[src/rtl/bw_pkg.sv]
package bw_pkg;

  localparam int ADDR_W   = 64;
  localparam int DATA_W   = 64;
  localparam int HALF_W   = 32;
  localparam int CPL_W    = 2;
  localparam int FIELD_N  = 3;
  localparam int IDX_W    = 2;
  localparam logic [CPL_W-1:0] CPL_USER = 2'd3;

  // Field index sequence for table entry accesses; order is behaviour
  localparam logic [IDX_W-1:0] IDX_LOWER = 2'd0;
  localparam logic [IDX_W-1:0] IDX_UPPER = 2'd1;
  localparam logic [IDX_W-1:0] IDX_PTR   = 2'd2;

  typedef enum logic [2:0] {
    ST_IDLE,
    ST_DIR_REQ,
    ST_DIR_WAIT,
    ST_ENT_REQ,
    ST_ENT_WAIT,
    ST_DONE,
    ST_FAULT
  } walkState_t;

  typedef struct packed {
    logic             capture;    // latch request fields
    logic             dirPhase;   // address mux selects directory address
    logic [IDX_W-1:0] fieldIdx;   // table entry field being accessed
    logic             dirLoad;    // latch directory word
    logic             fieldLoad;  // latch a table field read
    logic             setStatus;  // load fault status
    logic             finish;     // resolve returned bounds
  } walkStrobe_t;

endpackage

[src/rtl/bw_ctrl.sv]
module bw_ctrl
  import bw_pkg::*;
(
  input  logic        clk,
  input  logic        rst,
  input  logic        reqValid,
  input  logic        reqStore,
  output logic        reqReady,
  output logic        busy,
  output logic        done,
  output logic        fault,
  output logic        memReqValid,
  input  logic        memReqReady,
  output logic        memReqWrite,
  input  logic        memRspValid,
  input  logic        dirValid,
  output walkStrobe_t strobe
);

  walkState_t       state, stateNext;
  logic             storeOp;
  logic [IDX_W-1:0] idx, idxNext;

  always_comb begin
    stateNext        = state;
    idxNext          = idx;
    strobe           = '0;
    strobe.fieldIdx  = idx;
    memReqValid      = 1'b0;
    memReqWrite      = 1'b0;
    unique case (state)
      ST_IDLE: begin
        if (reqValid) begin
          strobe.capture = 1'b1;
          stateNext      = ST_DIR_REQ;
        end
      end
      ST_DIR_REQ: begin
        strobe.dirPhase = 1'b1;
        memReqValid     = 1'b1;
        if (memReqReady) stateNext = ST_DIR_WAIT;
      end
      ST_DIR_WAIT: begin
        strobe.dirPhase = 1'b1;
        if (memRspValid) begin
          if (dirValid) begin
            strobe.dirLoad = 1'b1;
            idxNext        = IDX_LOWER;
            stateNext      = ST_ENT_REQ;
          end else begin
            strobe.setStatus = 1'b1;
            stateNext        = ST_FAULT;
          end
        end
      end
      ST_ENT_REQ: begin
        memReqValid = 1'b1;
        memReqWrite = storeOp;
        if (memReqReady) stateNext = ST_ENT_WAIT;
      end
      ST_ENT_WAIT: begin
        if (memRspValid) begin
          strobe.fieldLoad = !storeOp;
          if (idx == IDX_PTR) begin
            strobe.finish = !storeOp;
            stateNext     = ST_DONE;
          end else begin
            idxNext   = idx + 1'b1;
            stateNext = ST_ENT_REQ;
          end
        end
      end
      ST_DONE:  stateNext = ST_IDLE;
      ST_FAULT: stateNext = ST_IDLE;
      default:  stateNext = ST_IDLE;
    endcase
  end

  always_ff @(posedge clk) begin
    if (rst) begin
      state   <= ST_IDLE;
      idx     <= IDX_LOWER;
      storeOp <= 1'b0;
    end else begin
      state <= stateNext;
      idx   <= idxNext;
      if (strobe.capture) storeOp <= reqStore;
    end
  end

  assign reqReady = (state == ST_IDLE);
  assign busy     = (state == ST_DIR_REQ) || (state == ST_DIR_WAIT) ||
                    (state == ST_ENT_REQ) || (state == ST_ENT_WAIT);
  assign done     = (state == ST_DONE);
  assign fault    = (state == ST_FAULT);

  a_r11_busy_on_accept: assert property (@(posedge clk) disable iff (rst)
    reqValid && reqReady |=> busy);

  a_r11_pulse_exclusive: assert property (@(posedge clk) disable iff (rst)
    !(done && fault));

  a_r11_done_single: assert property (@(posedge clk) disable iff (rst)
    done |=> !done && !busy);

  a_r4_no_access_after_fault: assert property (@(posedge clk) disable iff (rst)
    fault |=> !memReqValid);

  a_r9_store_writes_fields: assert property (@(posedge clk) disable iff (rst)
    memReqValid && !strobe.dirPhase |-> memReqWrite == storeOp);

  a_r7_three_fields: assert property (@(posedge clk) disable iff (rst)
    memReqValid && !strobe.dirPhase |-> idx < IDX_W'(FIELD_N));

endmodule

[src/rtl/bw_dpath.sv]
module bw_dpath
  import bw_pkg::*;
(
  input  logic              clk,
  input  logic              rst,
  input  walkStrobe_t       strobe,
  input  logic [ADDR_W-1:0] reqBase,
  input  logic [DATA_W-1:0] reqPtr,
  input  logic [DATA_W-1:0] reqLower,
  input  logic [DATA_W-1:0] reqUpper,
  input  logic              reqMode64,
  input  logic [CPL_W-1:0]  reqCpl,
  input  logic [DATA_W-1:0] cfgUser,
  input  logic [DATA_W-1:0] cfgSuper,
  input  logic [DATA_W-1:0] memRspData,
  output logic [ADDR_W-1:0] memReqAddr,
  output logic              memReqWide,
  output logic [DATA_W-1:0] memReqWdata,
  output logic              dirValid,
  output logic [DATA_W-1:0] lowerOut,
  output logic [DATA_W-1:0] upperOut,
  output logic [ADDR_W-1:0] status
);

  localparam int PAD_W = ADDR_W - HALF_W;

  logic [ADDR_W-1:0] baseReg;
  logic [DATA_W-1:0] ptrReg, lowerReg, upperReg, cfgReg, dirReg;
  logic [DATA_W-1:0] rdLower, rdUpper;
  logic              wideReg;

  logic [ADDR_W-1:0] dirAddrWide, entAddrWide, dirAddrSel;
  logic [HALF_W-1:0] dirAddrNarrow, entAddrNarrow;
  logic [DATA_W-1:0] rspWord, ptrCmp;
  logic              ptrMatch;

  // Directory entry address, 64-bit layout
  assign dirAddrWide = ADDR_W'({baseReg[47:20], 3'b000}) +
                       ADDR_W'({cfgReg[63:20], 12'h000});

  // Table entry address, 64-bit layout
  assign entAddrWide = ADDR_W'({baseReg[19:3], 5'b00000}) +
                       {dirReg[63:3], 3'b000} +
                       ADDR_W'({strobe.fieldIdx, 3'b000});

  // Directory entry address, 32-bit layout
  assign dirAddrNarrow = HALF_W'({baseReg[31:12], 2'b00}) +
                         {cfgReg[31:12], 12'h000};

  // Table entry address, 32-bit layout
  assign entAddrNarrow = HALF_W'({baseReg[11:2], 4'b0000}) +
                         {dirReg[31:2], 2'b00} +
                         HALF_W'({strobe.fieldIdx, 2'b00});

  assign dirAddrSel = wideReg ? dirAddrWide : {{PAD_W{1'b0}}, dirAddrNarrow};

  always_comb begin
    if (strobe.dirPhase) memReqAddr = dirAddrSel;
    else if (wideReg)    memReqAddr = entAddrWide;
    else                 memReqAddr = {{PAD_W{1'b0}}, entAddrNarrow};
  end

  assign memReqWide = wideReg;

  always_comb begin
    unique case (strobe.fieldIdx)
      IDX_LOWER: memReqWdata = lowerReg;
      IDX_UPPER: memReqWdata = upperReg;
      default:   memReqWdata = ptrReg;
    endcase
  end

  assign rspWord  = wideReg ? memRspData : {{PAD_W{1'b0}}, memRspData[HALF_W-1:0]};
  assign dirValid = memRspData[0];
  assign ptrCmp   = ptrReg;
  assign ptrMatch = (rspWord == ptrCmp);

  logic unusedBits;
  assign unusedBits = ^{baseReg[63:48], baseReg[2:0], cfgReg[11:0], dirReg[1:0]};

  always_ff @(posedge clk) begin
    if (rst) begin
      baseReg  <= '0;
      ptrReg   <= '0;
      lowerReg <= '0;
      upperReg <= '0;
      cfgReg   <= '0;
      dirReg   <= '0;
      wideReg  <= 1'b0;
      rdLower  <= '0;
      rdUpper  <= '0;
      lowerOut <= '0;
      upperOut <= '0;
      status   <= '0;
    end else begin
      if (strobe.capture) begin
        baseReg <= reqBase;
        wideReg <= reqMode64;
        cfgReg  <= (reqCpl == CPL_USER) ? cfgUser : cfgSuper;
        if (reqMode64) begin
          ptrReg   <= reqPtr;
          lowerReg <= reqLower;
          upperReg <= reqUpper;
        end else begin
          ptrReg   <= {{PAD_W{1'b0}}, reqPtr[HALF_W-1:0]};
          lowerReg <= {{PAD_W{1'b0}}, reqLower[HALF_W-1:0]};
          upperReg <= {{PAD_W{1'b0}}, reqUpper[HALF_W-1:0]};
        end
      end
      if (strobe.dirLoad) dirReg <= rspWord;
      if (strobe.fieldLoad) begin
        if (strobe.fieldIdx == IDX_LOWER) rdLower <= rspWord;
        if (strobe.fieldIdx == IDX_UPPER) rdUpper <= rspWord;
      end
      if (strobe.finish) begin
        lowerOut <= ptrMatch ? rdLower : '0;
        upperOut <= ptrMatch ? rdUpper : '0;
      end
      if (strobe.setStatus) status <= dirAddrSel | ADDR_W'(2);
    end
  end

  a_r1_user_cfg: assert property (@(posedge clk) disable iff (rst)
    strobe.capture && reqCpl == CPL_USER |=> cfgReg == $past(cfgUser));

  a_r1_super_cfg: assert property (@(posedge clk) disable iff (rst)
    strobe.capture && reqCpl != CPL_USER |=> cfgReg == $past(cfgSuper));

  a_r4_status_flag: assert property (@(posedge clk) disable iff (rst)
    strobe.setStatus |=> status[1]);

  a_r8_mismatch_zero: assert property (@(posedge clk) disable iff (rst)
    strobe.finish && !ptrMatch |=> lowerOut == '0 && upperOut == '0);

  a_r12_reset_clear: assert property (@(posedge clk)
    rst |=> status == '0 && lowerOut == '0 && upperOut == '0);

endmodule

[src/rtl/bnd_walker.sv]
module bnd_walker
  import bw_pkg::*;
(
  input  logic              clk,
  input  logic              rst,
  input  logic              reqValid,
  output logic              reqReady,
  input  logic              reqStore,
  input  logic              reqMode64,
  input  logic [CPL_W-1:0]  reqCpl,
  input  logic [ADDR_W-1:0] reqBase,
  input  logic [DATA_W-1:0] reqPtr,
  input  logic [DATA_W-1:0] reqLower,
  input  logic [DATA_W-1:0] reqUpper,
  input  logic [DATA_W-1:0] cfgUser,
  input  logic [DATA_W-1:0] cfgSuper,
  output logic              busy,
  output logic              done,
  output logic              fault,
  output logic [DATA_W-1:0] lowerOut,
  output logic [DATA_W-1:0] upperOut,
  output logic [ADDR_W-1:0] status,
  output logic              memReqValid,
  input  logic              memReqReady,
  output logic              memReqWrite,
  output logic              memReqWide,
  output logic [ADDR_W-1:0] memReqAddr,
  output logic [DATA_W-1:0] memReqWdata,
  input  logic              memRspValid,
  input  logic [DATA_W-1:0] memRspData
);

  walkStrobe_t strobe;
  logic        dirValid;

  bw_ctrl i_ctrl (
    .clk         (clk),
    .rst         (rst),
    .reqValid    (reqValid),
    .reqStore    (reqStore),
    .reqReady    (reqReady),
    .busy        (busy),
    .done        (done),
    .fault       (fault),
    .memReqValid (memReqValid),
    .memReqReady (memReqReady),
    .memReqWrite (memReqWrite),
    .memRspValid (memRspValid),
    .dirValid    (dirValid),
    .strobe      (strobe)
  );

  bw_dpath i_dpath (
    .clk         (clk),
    .rst         (rst),
    .strobe      (strobe),
    .reqBase     (reqBase),
    .reqPtr      (reqPtr),
    .reqLower    (reqLower),
    .reqUpper    (reqUpper),
    .reqMode64   (reqMode64),
    .reqCpl      (reqCpl),
    .cfgUser     (cfgUser),
    .cfgSuper    (cfgSuper),
    .memRspData  (memRspData),
    .memReqAddr  (memReqAddr),
    .memReqWide  (memReqWide),
    .memReqWdata (memReqWdata),
    .dirValid    (dirValid),
    .lowerOut    (lowerOut),
    .upperOut    (upperOut),
    .status      (status)
  );

  a_r10_hold_request: assert property (@(posedge clk) disable iff (rst)
    memReqValid && !memReqReady |=> memReqValid && $stable(memReqAddr) &&
                                    $stable(memReqWrite) && $stable(memReqWdata));

  a_r12_idle_after_reset: assert property (@(posedge clk)
    rst |=> reqReady && !busy && !done && !fault && !memReqValid);

endmodule

[config.mk]
export PLATFORM = sky130hd
export DESIGN_NAME = bnd_walker
export DESIGN_NICKNAME = d
export VERILOG_FILES = /design/src/rtl/bw_pkg.sv /design/src/rtl/bw_ctrl.sv /design/src/rtl/bw_dpath.sv /design/src/rtl/bnd_walker.sv
export SDC_FILE = /design/constraint.sdc
export NUM_CORES = 2
export LEC_CHECK = 0
export BUFFER_PORTS_ARGS = -buffer_cell sky130_fd_sc_hd__buf_2
export CORE_AREA = 2 2 303 305
export DETAILED_ROUTE_END_ITERATION = 8
export DIE_AREA = 0 0 305 307
export GPL_TIMING_DRIVEN = 0
export SLEW_MARGIN = 10
export SYNTH_ARGS = -nofsm -noshare
export SYNTH_HDL_FRONTEND = slang
export SYNTH_SLANG_ARGS = --single-unit
[constraint.sdc]
create_clock -name clk -period 2.8 [get_ports clk]
set_input_delay 0.28 -clock clk [delete_from_list [all_inputs] [get_ports clk]]
set_output_delay 0.28 -clock clk [all_outputs]
set_load 0.05 [all_outputs]
==> flow_metrics.py <==
metrics = {
    "cells_and_area": {
        "design_area_mm2": 0.0480,
        "final_common_cell": "nand2_1",
        "drive_above_1_share_pct": 31.4,
        "fin_nets": 5835,
        "syn_to_final_growth_pct": 50.5,
        "seqCellArea_mm2": 0.0136,
        "final_cell_mix": "937 x nand2_1, 645 x buf_2, 600 x dfxtp_1",
        "multiInputGateArea_mm2": 0.0196,
        "fillers": 8569,
    },
    "worst_setup_path": {
        "critPathMaxFanout": 7,
        "rr_worst_depth": 13,
        "startpoint_type": "flop",
        "end_kind": "primary output",
        "worst_ep_required_time_ps": 2520,
        "worstSetupPathType": "reg2out",
        "cp.arrival_ps": 3440,
    },
    "timing": {
        "period_minus_slack_ps": 3720,
        "hold_viol": 0,
        "final_max_slew_viol_count": 0,
        "setup_violations": 65,
        "post-route-period-util_pct": 133,
        "rsz0062_at_grt": "yes",
        "clock_skew_ps": 31.2,
        "worst_pin_slew_ps": 1240,
        "relSlewSlack_pct": 17.4,
        "finalWorstSetupSlack_ps": -920,
        "max_clock_freq_mhz": 269,
    },
    "place": {
        "gp_congestion": 0.959,
        "dp_hpwl_um": 120000,
        "io_buffers": 727,
        "placed_area_mm2": 0.0377,
    },
    "global_route": {
        "grt_pass1_vias": 34318,
        "grt_overflow": 0,
        "grt_pass1_wl_um": 223000,
        "grtUsageTotal_pct": 32.0,
        "grt_max_degree": 20,
        "grt_antenna_before_repair": 22,
    },
    "yosys": {
        "yosysSeqAreaShare_pct": 42.1,
        "async_reset_ff_share_pct": 0,
        "avgSynthCellArea_um2": 7.93,
        "ys_ff_latch": 671,
        "synth_warnings": 0,
        "synth.distinct_cells": 77,
        "synth_flop_cell": "dfxtp_1",
        "synth_cells": 4027,
        "synth-edff-count": 0,
        "netlist_area_mm2": 0.0319,
    },
    "clocking": {
        "tritoncts": "done",
        "cts_root_buf": "clkbuf_16",
        "cts_buffers": 76,
        "clk_pin_slew_worst_paths_ps": 60,
        "clock_sinks": 671,
        "cts_max_level": 3,
        "cts.path.max_buffers": 3,
        "clk_latency_ps": 650,
    },
    "floorplan": {
        "start_util_pct": 35.2,
        "die_y_um": 307,
        "die_width_um": 305,
        "placementRows": 111,
        "dieArea_mm2": 0.0936,
        "ios": 784,
        "core_mm2": 0.0907,
    },
    "power": {
        "power.leakage_nw": 18.7,
        "power_w": 0.0347,
        "power_density_mw_per_mm2": 723,
        "ir_drop_v": 0.000432,
    },
    "min_path": {
        "whs_path_depth": 3,
        "min_path_type": "in2reg",
    },
    "flow_run": {
        "maxCapViolations": 0,
    },
    "route": {
        "dr.pass1.iters": 8,
        "first_iter_violations": 3425,
        "vias_per_cell": 5.50,
        "drc": 0,
        "detail-route-antenna-nets": 0,
        "wl_um": 159000,
        "num_vias": 36184,
        "wl_per_cell_um": 24.1,
    },
    "run_status": {
        "violations": "setup timing",
        "status": "finished, violations left",
    },
}
## cell type report
type | count | area share, %
antenna | 14 | 0.0729
buffer | 320 | 3.55
clock buffer | 111 | 4.61
clock inverter | 26 | 0.922
inverter | 22 | 0.175
multi-input combinational | 3013 | 40.8
sequential | 671 | 28.3
tap | 1186 | 3.09
timing repair buffer | 1216 | 18.5
## power breakdown
group | internal, W | switching, W
Sequential | 0.0104 | 0.00104
Clock | 0.00621 | 0.00443
Combinational | 0.00442 | 0.00822
## cells by family (layout without fill, tap and decap cells)
group,Yosys count,in the layout,share of synthesized area (%)
AOI/OAI and AO/OA,1023,1023,21.2
xor gates and xnor gates,165,165,4.53
adders and majority gates,58,58,2.37
buffers and inverters,352,1695,4.97
DFF,671,671,42.1
muxes,35,35,1.18
other,1,24,0.0117
and+or+nand+nor,1722,1722,23.7
## stage by stage
| stage | hold slack, ps | instances | util (%) | TNS, ps | setup WS, ps |
|---|---|---|---|---|---|
| global route | 16.2 | 6575 | 52.9 | -48360 | -993 |
| detailed placement | 438 | 5949 | 41.5 | -289570 | -1520 |
| floorplan | 416 | 4036 | - | -51.0 | -31.6 |
| finish | 28.9 | 6579 | 53.0 | -43190 | -920 |
| CTS | 0.956 | 6542 | 51.8 | -41400 | -897 |
| global placement | 431 | 5949 | 41.5 | -447490 | -1850 |
## registers in the layout, summed over array words and instances, names as in the netlist, 52 cells and up
signal            count
i_dpath.lowerOut     64
i_dpath.status       56
i_dpath.cfgReg       52
i_dpath.upperOut     64
i_dpath.rdUpper      64
i_dpath.dirReg       62
i_dpath.lowerReg     64
i_dpath.rdLower      64
i_dpath.upperReg     64
i_dpath.ptrCmp       64
## worst paths after layout
check / startpoint / to / slack (ps)
hold / removal: memRspData[2] / i_dpath.rdUpper[2] / 30
hold reg to reg: i_dpath.status[35] / i_dpath.status[35] / 450
setup / recovery: i_dpath.baseReg[29] / memReqAddr[54] / -920
setup reg to reg: i_dpath.baseReg[29] / i_dpath.status[32] / -70
## metal layers
layer	share of wire (%)	vias up	global-route usage [%]
li1	-	16578	-
met3	7.4	540	5.61
met5	0.016	-	0
met4	6.5	4	17.6
met2	46	1717	52.0
met1	41	17345	40.2
## cell usage after synthesis (all sizes together), types with 54 or more instances
library cell | n | area, µm²
xnor2 | 74 | 648
nand3 | 293 | 1470
xor2 | 91 | 797
a22oi | 206 | 2050
clkbuf | 266 | 1000
dfxtp | 671 | 13400
o21ai | 94 | 470
a21oi | 512 | 2570
buf | 64 | 504
nand2 | 955 | 3590
ha | 54 | 676
nor2 | 309 | 1410
## worst max-delay path, stage by stage, from the launching register on
cell	delay (ps)
dfxtp_4	360
ha_4	170
fa_2	420
a211oi_4	270
o21ai_2	100
nand4_1	240
a21oi_4	110
or2_4	330
buf_6	140
nand4b_1	130
xnor2_2	140
o211a_1	200
buf_6	180
## what timing repair did
item	CTS	global route
hold buffers	362	0
gates resized for setup	588	216
endpoints found under the setup margin	651	398
endpoints found under the hold margin	327	0
setup buffers	109	39
pin swaps	143	119
gates cloned	0	0
Power figures use the tool's default switching activity.
